File: src/rtl/lbs_pkg.sv
package lbs_pkg;
    typedef enum logic [2:0] {
        C_NONE, C_SETUP, C_CONFIRM, C_CLEAR, C_RDSTAT, C_RDARR, C_PROG, C_ERASE
    } cmd_e;

    localparam logic [7:0] OP_CLEAR  = 8'h50;
    localparam logic [7:0] OP_RDSTAT = 8'h70;
    localparam logic [7:0] OP_RDARR  = 8'hFF;
    localparam logic [7:0] OP_PROG   = 8'h40;
    localparam logic [7:0] OP_ERASE  = 8'h20;
endpackage

File: src/rtl/lbs_decode.sv
module lbs_decode
    import lbs_pkg::*;
#(
    parameter logic [7:0] OP_SETUP   = 8'h60,
    parameter logic [7:0] OP_CONFIRM = 8'h01
) (
    input  logic [7:0] op,
    output cmd_e       cmd
);
    always_comb begin
        if      (op == OP_SETUP)   cmd = C_SETUP;
        else if (op == OP_CONFIRM) cmd = C_CONFIRM;
        else if (op == OP_CLEAR)   cmd = C_CLEAR;
        else if (op == OP_RDSTAT)  cmd = C_RDSTAT;
        else if (op == OP_RDARR)   cmd = C_RDARR;
        else if (op == OP_PROG)    cmd = C_PROG;
        else if (op == OP_ERASE)   cmd = C_ERASE;
        else                       cmd = C_NONE;
    end
endmodule

File: src/rtl/lbs_timer.sv
module lbs_timer #(
    parameter int BUSY_CYC = 6,
    localparam int CW = $clog2(BUSY_CYC + 1)
) (
    input  logic clk,
    input  logic rst_n,
    input  logic start,
    output logic busy,
    output logic done
);
    logic [CW-1:0] cnt_d, cnt_q;

    assign busy = (cnt_q != '0);
    assign done = (cnt_q == CW'(1));

    always_comb begin
        cnt_d = cnt_q;
        if (busy)       cnt_d = cnt_q - CW'(1);
        else if (start) cnt_d = CW'(BUSY_CYC);
    end

    always_ff @(posedge clk) begin
        if (!rst_n) cnt_q <= '0;
        else        cnt_q <= cnt_d;
    end
endmodule

File: src/rtl/lbs_rdmux.sv
module lbs_rdmux (
    input  logic       stat_sel,
    input  logic [7:0] sr,
    input  logic [7:0] arr,
    output logic [7:0] dout
);
    assign dout = stat_sel ? sr : arr;
endmodule

File: src/rtl/lockbit_seq.sv
module lockbit_seq
    import lbs_pkg::*;
#(
    parameter int         BLK_W      = 3,
    parameter int         BUSY_CYC   = 6,
    parameter logic [7:0] OP_SETUP   = 8'h60,
    parameter logic [7:0] OP_CONFIRM = 8'h01,
    localparam int        NBLK       = 1 << BLK_W
) (
    input  logic             clk,
    input  logic             rst_n,
    input  logic             wr_en,
    input  logic [BLK_W-1:0] wr_blk,
    input  logic [7:0]       wr_data,
    input  logic             wp_ok,
    input  logic             suspended,
    input  logic [7:0]       arr_rdata,
    output logic [7:0]       rd_data,
    output logic [NBLK-1:0]  lock_q
);
    typedef struct packed {
        logic             rd_stat;
        logic             pending;
        logic [BLK_W-1:0] pend_blk;
        logic             op_lock;
        logic [BLK_W-1:0] op_blk;
        logic             err5;
        logic             err4;
        logic             pv3;
        logic [NBLK-1:0]  lock;
    } st_t;

    st_t  st_d, st_q;
    cmd_e cmd;
    logic go, busy_w, done_w;
    logic [7:0] sr_w;

    lbs_decode #(.OP_SETUP(OP_SETUP), .OP_CONFIRM(OP_CONFIRM)) u_dec (
        .op(wr_data), .cmd(cmd)
    );

    lbs_timer #(.BUSY_CYC(BUSY_CYC)) u_tmr (
        .clk(clk), .rst_n(rst_n), .start(go), .busy(busy_w), .done(done_w)
    );

    assign sr_w = {~busy_w, 1'b0, st_q.err5, st_q.err4, st_q.pv3, 3'b000};

    lbs_rdmux u_mux (
        .stat_sel(st_q.rd_stat), .sr(sr_w), .arr(arr_rdata), .dout(rd_data)
    );

    assign lock_q = st_q.lock;

    always_comb begin
        st_d = st_q;
        go   = 1'b0;
        if (done_w && st_q.op_lock) st_d.lock[st_q.op_blk] = 1'b1;
        if (wr_en) begin
            if (st_q.pending) begin
                st_d.pending = 1'b0;
                if (cmd != C_CONFIRM || wr_blk != st_q.pend_blk || suspended) begin
                    st_d.err5 = 1'b1;
                    st_d.err4 = 1'b1;
                end else if (!wp_ok) begin
                    st_d.err4 = 1'b1;
                    st_d.pv3  = 1'b1;
                end else begin
                    go            = 1'b1;
                    st_d.op_lock  = 1'b1;
                    st_d.op_blk   = wr_blk;
                end
            end else if (busy_w) begin
                if (cmd == C_SETUP) begin
                    st_d.err5    = 1'b1;
                    st_d.err4    = 1'b1;
                    st_d.rd_stat = 1'b1;
                end
            end else begin
                case (cmd)
                    C_SETUP: begin
                        st_d.rd_stat = 1'b1;
                        if (suspended) begin
                            st_d.err5 = 1'b1;
                            st_d.err4 = 1'b1;
                        end else begin
                            st_d.pending  = 1'b1;
                            st_d.pend_blk = wr_blk;
                        end
                    end
                    C_CLEAR: begin
                        st_d.err5 = 1'b0;
                        st_d.err4 = 1'b0;
                        st_d.pv3  = 1'b0;
                    end
                    C_RDSTAT: st_d.rd_stat = 1'b1;
                    C_RDARR:  st_d.rd_stat = 1'b0;
                    C_PROG, C_ERASE: begin
                        st_d.rd_stat = 1'b1;
                        if (st_q.lock[wr_blk]) begin
                            if (cmd == C_PROG) st_d.err4 = 1'b1;
                            else               st_d.err5 = 1'b1;
                        end else begin
                            go           = 1'b1;
                            st_d.op_lock = 1'b0;
                            st_d.op_blk  = wr_blk;
                        end
                    end
                    default: ;
                endcase
            end
        end
    end

    always_ff @(posedge clk) begin
        if (!rst_n) st_q <= '0;
        else        st_q <= st_d;
    end
endmodule

File: config.mk
export PLATFORM = sky130hd
export DESIGN_NAME = lockbit_seq
export DESIGN_NICKNAME = d
export VERILOG_FILES = /design/src/rtl/lbs_pkg.sv /design/src/rtl/lbs_decode.sv /design/src/rtl/lbs_timer.sv /design/src/rtl/lbs_rdmux.sv /design/src/rtl/lockbit_seq.sv
export SDC_FILE = /design/constraint.sdc
export NUM_CORES = 1
export LEC_CHECK = 0
export ABC_AREA = 1
export BUFFER_PORTS_ARGS = -buffer_cell sky130_fd_sc_hd__buf_2
export CORE_AREA = 4 4 77 79
export DETAILED_ROUTE_END_ITERATION = 6
export DIE_AREA = 0 0 81 83
export SLEW_MARGIN = 20
export SYNTH_ARGS = -nofsm -noshare
export SYNTH_HDL_FRONTEND = slang
export SYNTH_SLANG_ARGS = --single-unit
File: constraint.sdc
create_clock -name clk -period 1.9 [get_ports clk]
set_input_delay 0.19 -clock clk [delete_from_list [all_inputs] [get_ports clk]]
set_output_delay 0.19 -clock clk [all_outputs]
set_load 0.02 [all_outputs]
==> results.md, run 1 <==
- Run status: finished, final reports clean
- CTS sink count: 23
- Die X: roughly 81 um
- Detail Route Antenna Nets: 0
- Leak: 0.891 nW
- Hold slack: 0.241 ns
- Largest net degree at the start of global routing: 14
- Hold_buf cts: 0
- Cell variety after synth: 26
- Comb power frac: between 30% and 40%
- TritonCTS clock tree: yes
- Min-Delay Path Depth: 2
- Dpl cell area: 0.00173 mm^2
- Total Nets Final: 301
- Internal power: between 800 and 900 uW
- # setup viols final: 0
- Drt pass-1 iters: 4
- Post-Synthesis Cells: 242
- Initial antenna violation count: 0
- Fill count: 641
- Power Dens Cells: 715 mW/mm^2
- Worst path required time: 2.06 ns
- Post-Syn Nets: 269
- Net Sw Frac: between 30% and 40%
- Initial Util: 28.6%
- Synth top area cells: dfxtp_1 (30%), nand2_1 (13%), nor2_1 (11%)
- Clk Latency, worst-skew pair: roughly 0.26 ns
- Die ar.: 0.00672 mm^2
- GPL Wtd Cong: 0.891
- Clock Tree Buf Depth: 2
- Average cell area after synthesis: between 6 and 7 um^2
- Post-CTS Resized: 0
- Via count: approximately 1500
- Clk_skew: 0.00561 ns
- H-tree levels: 1
- Starting DRC count in detailed routing: 76
- Placed Cells: approximately 340
- Worst r2r path cells: 11
- Critical path class: flip-flop to flip-flop
- Worst Path Arrival: 1.85 ns
- Grt total ovfl: 0
- Post CTS Setup Buffer Count: 0
- Synth Cell Area: 0.00152 mm^2
- RSZ-0062 raised after global routing: no
- Reg power frac: 42.7%
- Measured slew at the worst slew-check pin: 0.437 ns
- HP Class: input port to flip-flop
- Post-synth top area share: between 30% and 40%
- Area leader, netlist: dfxtp_1
- R2R Path End: u_tmr.cnt_q[1]
- Core Rows: 27
- Clock group share of total power: roughly a quarter
- Crit Path Max Fanout: 7
- IO Pins: 40
- Ant diodes: 0
- R2R Setup Slk: 0.21 ns
- Clock transition at path regs: 0.08 ns
- Port-buffer cells: 39
- Fin cells: 345
- Max-cap violations: 0
- Final instance area: 0.00178 mm^2
- Setup TNS: 0 ns
- Sw Pwr: 465 uW
- Worst setup EP type: flip-flop
- Final period util: 88.9%
- CP Launch Type: flip-flop
- Vias in the first global route: 1431
- M2 GR Usage: 18.8%
- Global-route wire length before repair: 6020 um
- Slew Viols, Final: 0
- Worst Hold Path EP: st_q[18]
- Final Hold Viols: 0
- Num CTS Buffers: 3
- Sequential area share after synthesis: a little under a third
- Global route hottest layer: met2
- Clock root buffer: clkbuf_8
- Post-DP HPWL: 2880 um
- VDD IR max: ~280 uV
- Residual DRC count: 0
- Reg-to-Reg Start: u_tmr.cnt_q[1]
- Die height: 83 um
- Tmin final: about 1.7 ns
- Routing usage on met3: 1.84%
- GR Util met1: around 14%
- Total Power: 1.27 mW
- Max Fclk: 592 MHz
- #FFs+latches synth: 23
- Syn-to-layout area delta: 16.7%
- Hold Crit Start: wr_en
- Origin of the worst setup path: u_tmr.cnt_q[1]
- Tot GR Track Use: 10.9%
- CORE AREA: 0.00534 mm^2
- Synthesis Warnings: 0
- DR WL/cell: 10.3 um
- Layout cell share with drive strength beyond 1: 23.8%
- DRT Wirelength: 3560 um
- Vias per cell: 4.34
- Slew HR: a little over two thirds
==> registers in the layout, indices dropped and copies added (netlist names) <==
register     flops
u_tmr.cnt_q      3
sr_w             3
st_q             9
lock_q           8
==> per-stage QoR <==
step	setup slack [ns]	utilization, %
after floorplan	0.423	-
after global placement	0.305	32.5
after detailed placement	0.226	32.5
after CTS	0.221	33.3
after global routing	0.0270	33.3
final	0.212	33.3
==> Yosys cell counts <==
cell and instances:
nand4_1 6, o21ai_0 7, nand2_1 52, nand3_2 3
buf_2 1, mux2_2 1, nor3_4 1, buf_4 8
dfxtp_1 23, nor3_1 2, nor2_2 1, clkbuf_1 3
nand3b_1 1, a21boi_0 1, nand2_2 4, nor2_4 1
nor3_2 2, nor2_1 43, nand3_1 14, a21oi_1 22
inv_2 7, inv_1 30, a21boi_4 1, nand3_4 1
o21ai_1 4, ha_1 3
==> worst max-delay path by stage <==
stage / depth (start not counted) / endpoint
4_1_cts: 11 / u_tmr.cnt_q[1]
3_5_place_dp: 11 / u_tmr.cnt_q[1]
5_1_grt: 9 / st_q[17]
3_3_place_gp: 9 / st_q[15]
6_report: 11 / u_tmr.cnt_q[1]
2_1_floorplan: 11 / u_tmr.cnt_q[1]
==> area by class of cell <==
type | count | area (um^2) | share of cell area [%]
Sequential cell | 23 | 460 | 25.9
Timing Repair Buffer | 39 | 195 | 11.0
Clock inverter | 1 | 5.00 | 0.281
Tap cell | 72 | 90.1 | 5.06
Clock buffer | 3 | 41.3 | 2.32
Multi-Input combinational cell | 170 | 848 | 47.7
Inverter | 37 | 139 | 7.81
==> power groups by stage <==
| stage | clock (mW) | sequential [mW] | combinational (mW) |
|---|---|---|---|
| after floorplan | 0 | 0.551 | 0.322 |
| after global placement | 0 | 0.555 | 0.419 |
| after detailed placement | 0 | 0.555 | 0.428 |
| after CTS | 0.314 | 0.544 | 0.431 |
| after global routing | 0.334 | 0.548 | 0.481 |
| final | 0.301 | 0.543 | 0.426 |
==> metal layers <==
| layer | routed length (um) | vias up | part of all wire, % |
|---|---|---|---|
| met5 | 0 | - | 0 |
| met4 | 24 | 0 | 0.67 |
| met3 | 122 | 2 | 3.4 |
| met2 | 1710 | 20 | 48 |
| met1 | 1710 | 661 | 48 |
| li1 | - | 816 | - |
==> critical path, stage by stage (launching register included) <==
cell     delay, ns
dfxtp_1       0.30
inv_1         0.12
ha_1          0.19
inv_1         0.07
nor2_4        0.16
nand2_2       0.14
inv_2         0.10
nand4_1       0.15
nand2_1       0.10
nand2_1       0.08
a21oi_1       0.13
nor2_1        0.06
==> kinds of logic after synthesis <==
group	count (synthesis)	synth area share, %
and+or+nand+nor	131	39.9
adders and majority gates	3	2.46
DFF	23	30.2
buffers and inverters	49	14.1
AOI/OAI and AO/OA	35	12.6
muxes	1	0.739
==> placed cells by master (no fill, tap or decap), types with 2 or more instances in the layout <==
| master | synthesis | final |
|---|---|---|
| nand2_1 | 52 | 52 |
| nor2_1 | 43 | 43 |
| buf_2 | 1 | 39 |
| inv_1 | 30 | 30 |
| dfxtp_1 | 23 | 23 |
| a21oi_1 | 22 | 22 |
| nand3_1 | 14 | 14 |
| inv_2 | 7 | 7 |
| o21ai_0 | 7 | 7 |
| nand4_1 | 6 | 6 |
| nand2_2 | 4 | 4 |
| o21ai_1 | 4 | 4 |
| nand3_2 | 3 | 3 |
| ha_1 | 3 | 3 |
| clkbuf_8 | 0 | 3 |
| nor3_2 | 2 | 2 |
| nor3_1 | 2 | 2 |
No activity file was read; power rests on OpenSTA's default activity.
==> inputs of run 2 (changes only) <==
==> constraint.sdc (replaced) <==
create_clock -name clk -period 1.5 [get_ports clk]
set_input_delay 0.15 -clock clk [delete_from_list [all_inputs] [get_ports clk]]
set_output_delay 0.15 -clock clk [all_outputs]
set_load 0.02 [all_outputs]
==> results.md, run 2 (synthesized netlist as in run 1, its figures left out) <==
- Run status: finished, final reports clean
- HP Class: input port to flip-flop
- Die height: 83 um
- Num CTS Buffers: 3
- Power Dens Cells: approximately 1000 mW/mm^2
- IO Pins: 40
- Critical path class: flip-flop to primary output
- Most common cell after layout, fill and taps aside: nand2_1
- Slew HR: a little over 70%
- Worst Path Arrival: 1.35 ns
- Syn-to-layout area delta: 27.8%
- CP Launch Type: flip-flop
- Initial antenna violation count: 0
- Initial Util: 28.6%
- Hold_buf cts: 0
- Tmin final: 1.50 ns
- Worst setup EP type: primary output
- Max Fclk: about 670 MHz
- CTS sink count: 23
- Detail Route Antenna Nets: 0
- Slew Viols, Final: 0
- Final Hold Viols: 0
- Die X: 81 um
- Die ar.: roughly 0.0067 mm^2
- Max reg flops: 9
- Measured slew at the worst slew-check pin: 0.436 ns
- Drt pass-1 iters: 5
- Final period util: 99.8%
- Via count: 1590
- Leak: around 0.94 nW
- Clock root buffer: clkbuf_8
- CORE AREA: 0.00534 mm^2
- Post-DP HPWL: 2970 um
- Biggest register: st_q
- Port-buffer cells: 39
- Vias in the first global route: 1545
- Total Power: ~2.0 mW
- Crit Path Max Fanout: 2
- # setup viols final: 0
- Largest net degree at the start of global routing: 14
- VDD IR max: 438 uV
- Clk Latency, worst-skew pair: 0.26 ns
- H-tree levels: 1
- Clk_skew: 0.00534 ns
- Commonest non-fill, non-tap cells in the layout: nand2_1 (46), nor2_1 (41), buf_2 (38), inv_1 (26), a21oi_1 (19)
- DR WL/cell: ~11 um
- Clock transition at path regs: 0.08 ns
- Max-cap violations: 0
- Grt total ovfl: 0
- Starting DRC count in detailed routing: 82
- Post-Place Worst Slack: -0.0168 ns
- Layout cell share with drive strength beyond 1: 35.0%
- Core Rows: 27
- DRT Wirelength: approximately 3800 um
- Ant diodes: 0
- Clock Tree Buf Depth: 2
- Setup ws final: a little under 0.003 ns
- RSZ-0062 raised after global routing: yes
- Worst path required time: between 1 and 1.5 ns
- GPL Wtd Cong: 0.797
- Vias per cell: 4.48
- Fill count: 620
- Global-route wire length before repair: ~6500 um
- TritonCTS clock tree: yes
- Residual DRC count: 0
- Total Nets Final: 311
- Tot GR Track Use: 11.7%
==> run 2: cell count changes in the layout (fill, tap and decap cells not counted), sizes merged <==
cell,previous run,this run
buf,39,49
clkbuf,3,4
clkinv,1,0
==> run 2: critical path: stages (launching register included) <==
cell,delay (ns)
dfxtp_2,0.32
inv_2,0.07
ha_4,0.15
inv_4,0.03
nor2_4,0.11
buf_6,0.12
inv_4,0.03
a21oi_2,0.10
buf_4,0.15
==> run 2: area by class of cell <==
class | instances | area (um^2) | area share, %
multi-input cells | 170 | 923 | 47.4
repair buffers | 49 | 277 | 14.2
clock buffers | 4 | 45.0 | 2.31
inverters | 37 | 146 | 7.51
flip-flops and latches | 23 | 467 | 24.0
well taps | 72 | 90.1 | 4.62
==> run 2: what timing repair did <==
action	4_1_cts	5_1_grt
hold endpoints to repair	0	0
setup buffers	1	3
resized for setup	12	24
pin swaps	3	7
endpoints found under the setup margin	5	13
==> run 2: final timing paths <==
check | startpoint | end | slack, ns | cells after the start
setup / recovery | u_tmr.cnt_q[1] | rd_data[7] | 0.003 | 8
hold / removal | wr_en | st_q[18] | 0.21 | 2
setup reg to reg | u_tmr.cnt_q[1] | u_tmr.cnt_q[1] | 0.04 | 12
hold reg to reg | sr_w[5] | sr_w[5] | 0.46 | 2
==> run 2: routing by layer <==
| layer | vias up | part of all wire (%) | global-route usage [%] |
|---|---|---|---|
| met5 | - | 0 | 0 |
| met2 | 27 | 50 | 20.5 |
| met3 | 4 | 3.4 | 1.63 |
| met1 | 718 | 45 | 14.6 |
| li1 | 841 | - | - |
| met4 | 0 | 1.3 | 3.38 |
==> run 2: stage by stage <==
stage	util, %	setup TNS [ns]	instances	area (um^2)	hold WS (ns)
2_1_floorplan	-	0	242	1520	0.343
3_3_place_gp	33.3	0	347	1780	0.441
3_5_place_dp	33.3	-0.0398	347	1780	0.456
4_1_cts	34.8	0	352	1860	0.197
5_1_grt	36.5	-0.365	355	1950	0.216
6_report	36.5	0	355	1950	0.210
==> run 2: power breakdown <==
group	internal, mW	switching (mW)
Sequential	0.658	0.0372
Combinational	0.399	0.523
Clock	0.189	0.192
Total	1.25	0.752
==> inputs of run 3 (changes only) <==
--- a/config.mk
+++ b/config.mk
@@ -7,10 +7,12 @@
 export LEC_CHECK = 0
 export ABC_AREA = 1
 export BUFFER_PORTS_ARGS = -buffer_cell sky130_fd_sc_hd__buf_2
-export CORE_AREA = 4 4 77 79
+export CORE_AREA = 4 4 81 83
 export DETAILED_ROUTE_END_ITERATION = 6
-export DIE_AREA = 0 0 81 83
+export DIE_AREA = 0 0 85 87
+export MAX_ROUTING_LAYER = met4
 export SLEW_MARGIN = 20
 export SYNTH_ARGS = -nofsm -noshare
 export SYNTH_HDL_FRONTEND = slang
+export SYNTH_HIERARCHICAL = 1
 export SYNTH_SLANG_ARGS = --single-unit
==> results.md, run 3 <==
- RSZ-0062 raised after global routing: yes
- Initial Util: 29.3%
- Max reg flops: 9
- Placed Cells: 413
- GPL Wtd Cong: 0.863
- Clock root buffer: clkbuf_8
- Syn-to-layout area delta: 49.0%
- Drt pass-1 iters: 4
- Largest net degree at the start of global routing: 15
- Top_reg_cell synth: dfxtp_1
- Clk_skew: 0.00180 ns
- CTS sink count: 23
- Average cell area after synthesis: 6.00 um^2
- Sequential area share after synthesis: 26.8%
- Slew Viols, Final: 0
- Post-DP HPWL: 3390 um
- Detail Route Antenna Nets: 0
- TritonCTS clock tree: yes
- Worst Path Arrival: around 1.7 ns
- Worst path required time: 1.66 ns
- Synth top area cells: dfxtp_1 (27%), nand2_1 (18%), nand3_1 (7.9%)
- Tmin final: 1.50 ns
- Initial antenna violation count: 0
- Vias per cell: 4.40
- Number of synthesized flops with an enable pin: 0
- Leak: between 1 and 1.5 nW
- H-tree levels: 1
- Crit Path Max Fanout: 4
- Clk Latency, worst-skew pair: 0.26 ns
- Die ar.: 0.00740 mm^2
- Num CTS Buffers: 3
- Layout cell share with drive strength beyond 1: 43.5%
- CP Launch Type: input port
- Most common cell after layout, fill and taps aside: nand2_1
- Vias in the first global route: between 1500 and 2000
- Clock Tree Buf Depth: 2
- VDD IR max: 401 uV
- Critical path class: input port to flip-flop
- Starting DRC count in detailed routing: slightly above 60
- # setup viols final: 1
- Failing checks: setup timing
- DR WL/cell: 10.2 um
- Clock transition at path regs: 0.08 ns
- Synthesis Warnings: 6
- Biggest register: st_q
- Post-synth top area share: a little over a quarter
- Global-route wire length before repair: about 7200 um
- Grt total ovfl: 0
- DRT Wirelength: 4320 um
- Count leader, synth: nand2_1
- Total Nets Final: 375
- Port-buffer cells: 39
- Power Dens Cells: 833 mW/mm^2
- Ant diodes: 0
- Setup ws final: -0.00393 ns
- Synth Cell Area: between 0.0015 and 0.002 mm^2
- Cell variety after synth: 29
- HP Class: input port to flip-flop
- Run status: finished, violations left
- Final Hold Viols: 0
- Post-Synthesis Cells: 286
- Final period util: 100%
- #FFs+latches synth: 23
- Die X: between 80 and 90 um
- Post-layout util: a little over two fifths
- Area leader, netlist: dfxtp_1
- Core Rows: 28
- Worst setup EP type: flip-flop
- Fill count: 596
- CORE AREA: roughly 0.006 mm^2
- Via count: 1857
- Hold slack: 0.174 ns
- Fin cells: 422
- Commonest cells post-synth: nand2_1 (82), inv_1 (35), nor2_1 (33)
- Asr flop ratio synth: 0%
- Die height: 87 um
- Commonest non-fill, non-tap cells in the layout: nand2_1 (69), buf_2 (30), buf_4 (25), nor2_1 (24), inv_1 (23)
- Max Fclk: 665 MHz
- Max-cap violations: 0
- Residual DRC count: 0
- Tot GR Track Use: between 10% and 20%
- IO Pins: 40
-- run 3: changes by cell type after synthesis, sizes merged, moves of 2 or more --
cell	delta
a21boi	-2
a21oi	-10
buf	+2
clkbuf	-2
inv	+7
nand2	+35
nand3	+11
o21ai	+2
or2	+2
-- run 3: kinds of logic (layout without fill, tap and decap cells) --
kind of cell               count (synthesis)  after routing  synth area share [%]
AOI/OAI and AO/OA                         26             26                  8.61
buffers and inverters                     57            115                  15.2
DFF                                       23             23                  26.8
other                                      1              4                 0.219
adders and majority gates                  3              3                  2.19
and+or+nand+nor                          176            176                  46.9
-- run 3: metal layers --
metal | share of wire (%) | global-route usage (%) | wire [um]
met3 | 6.6 | 2.27 | 285
met2 | 44 | 19.8 | 1910
met5 | 0 | - | 0
met4 | 0.46 | 2.16 | 20
met1 | 49 | 15.4 | 2100
-- run 3: cell type report --
cell class                      instances  area [um^2]  area share [%]
Inverter                               45          249            9.74
Clock buffer                            3         41.3            1.62
Multi-Input combinational cell        209         1230            48.0
Clock inverter                          1         5.00           0.196
Tap cell                               75         93.8            3.67
Sequential cell                        23          463            18.1
Timing Repair Buffer                   66          478            18.7
-- run 3: final timing paths --
check	startpoint	end	slack (ns)	cells after the start
max	wr_data[6]	u_tmr/cnt_q[1]	-0.004	19
max reg2reg	st_q[15]	u_tmr/cnt_q[1]	0.02	13
min	wp_ok	st_q[14]	0.17	3
min reg2reg	sr_w[4]	sr_w[4]	0.45	2
-- run 3: repair_timing --
| action | in CTS | in global routing |
|---|---|---|
| resized for setup | 21 | 56 |
| endpoints found under the hold margin | 0 | 0 |
| hold buffers | 0 | 0 |
| setup buffers | 2 | 3 |
| pin swaps | 9 | 31 |
| setup endpoints to repair | 9 | 17 |
-- run 3: worst max-delay path, stage by stage --
cell,delay [ns]
buf_8,0.11
inv_8,0.06
nand2_8,0.06
nor3_4,0.15
nand2_1,0.08
nand3_2,0.09
inv_2,0.05
nor2_4,0.11
nand2_2,0.07
nor2_4,0.09
nand3_2,0.09
a21oi_4,0.19
nand2_4,0.08
clkinv_4,0.05
inv_4,0.03
nand3_4,0.07
nand2_2,0.06
nand2_2,0.06
nor2_2,0.03
-- run 3: where the power goes --
part | leakage (nW) | switching, mW | total [mW] | internal (mW)
registers | 0.187 | 0.0372 | 0.689 | 0.651
logic | 1.03 | 0.540 | 1.05 | 0.507
clock network | 0.0255 | 0.207 | 0.393 | 0.186
-- run 3: through the flow --
stage               worst slack [ns]  total power, mW  area [um^2]   TNS, ns
floorplan                     -0.154             1.12         1860    -0.367
global placement              -0.339             1.43         2230     -3.61
detailed placement            -0.374             1.44         2230     -3.97
CTS                          0.00319             1.96         2350         0
global route                 -0.0991             2.28         2560    -0.714
finish                      -0.00393             2.13         2560  -0.00393
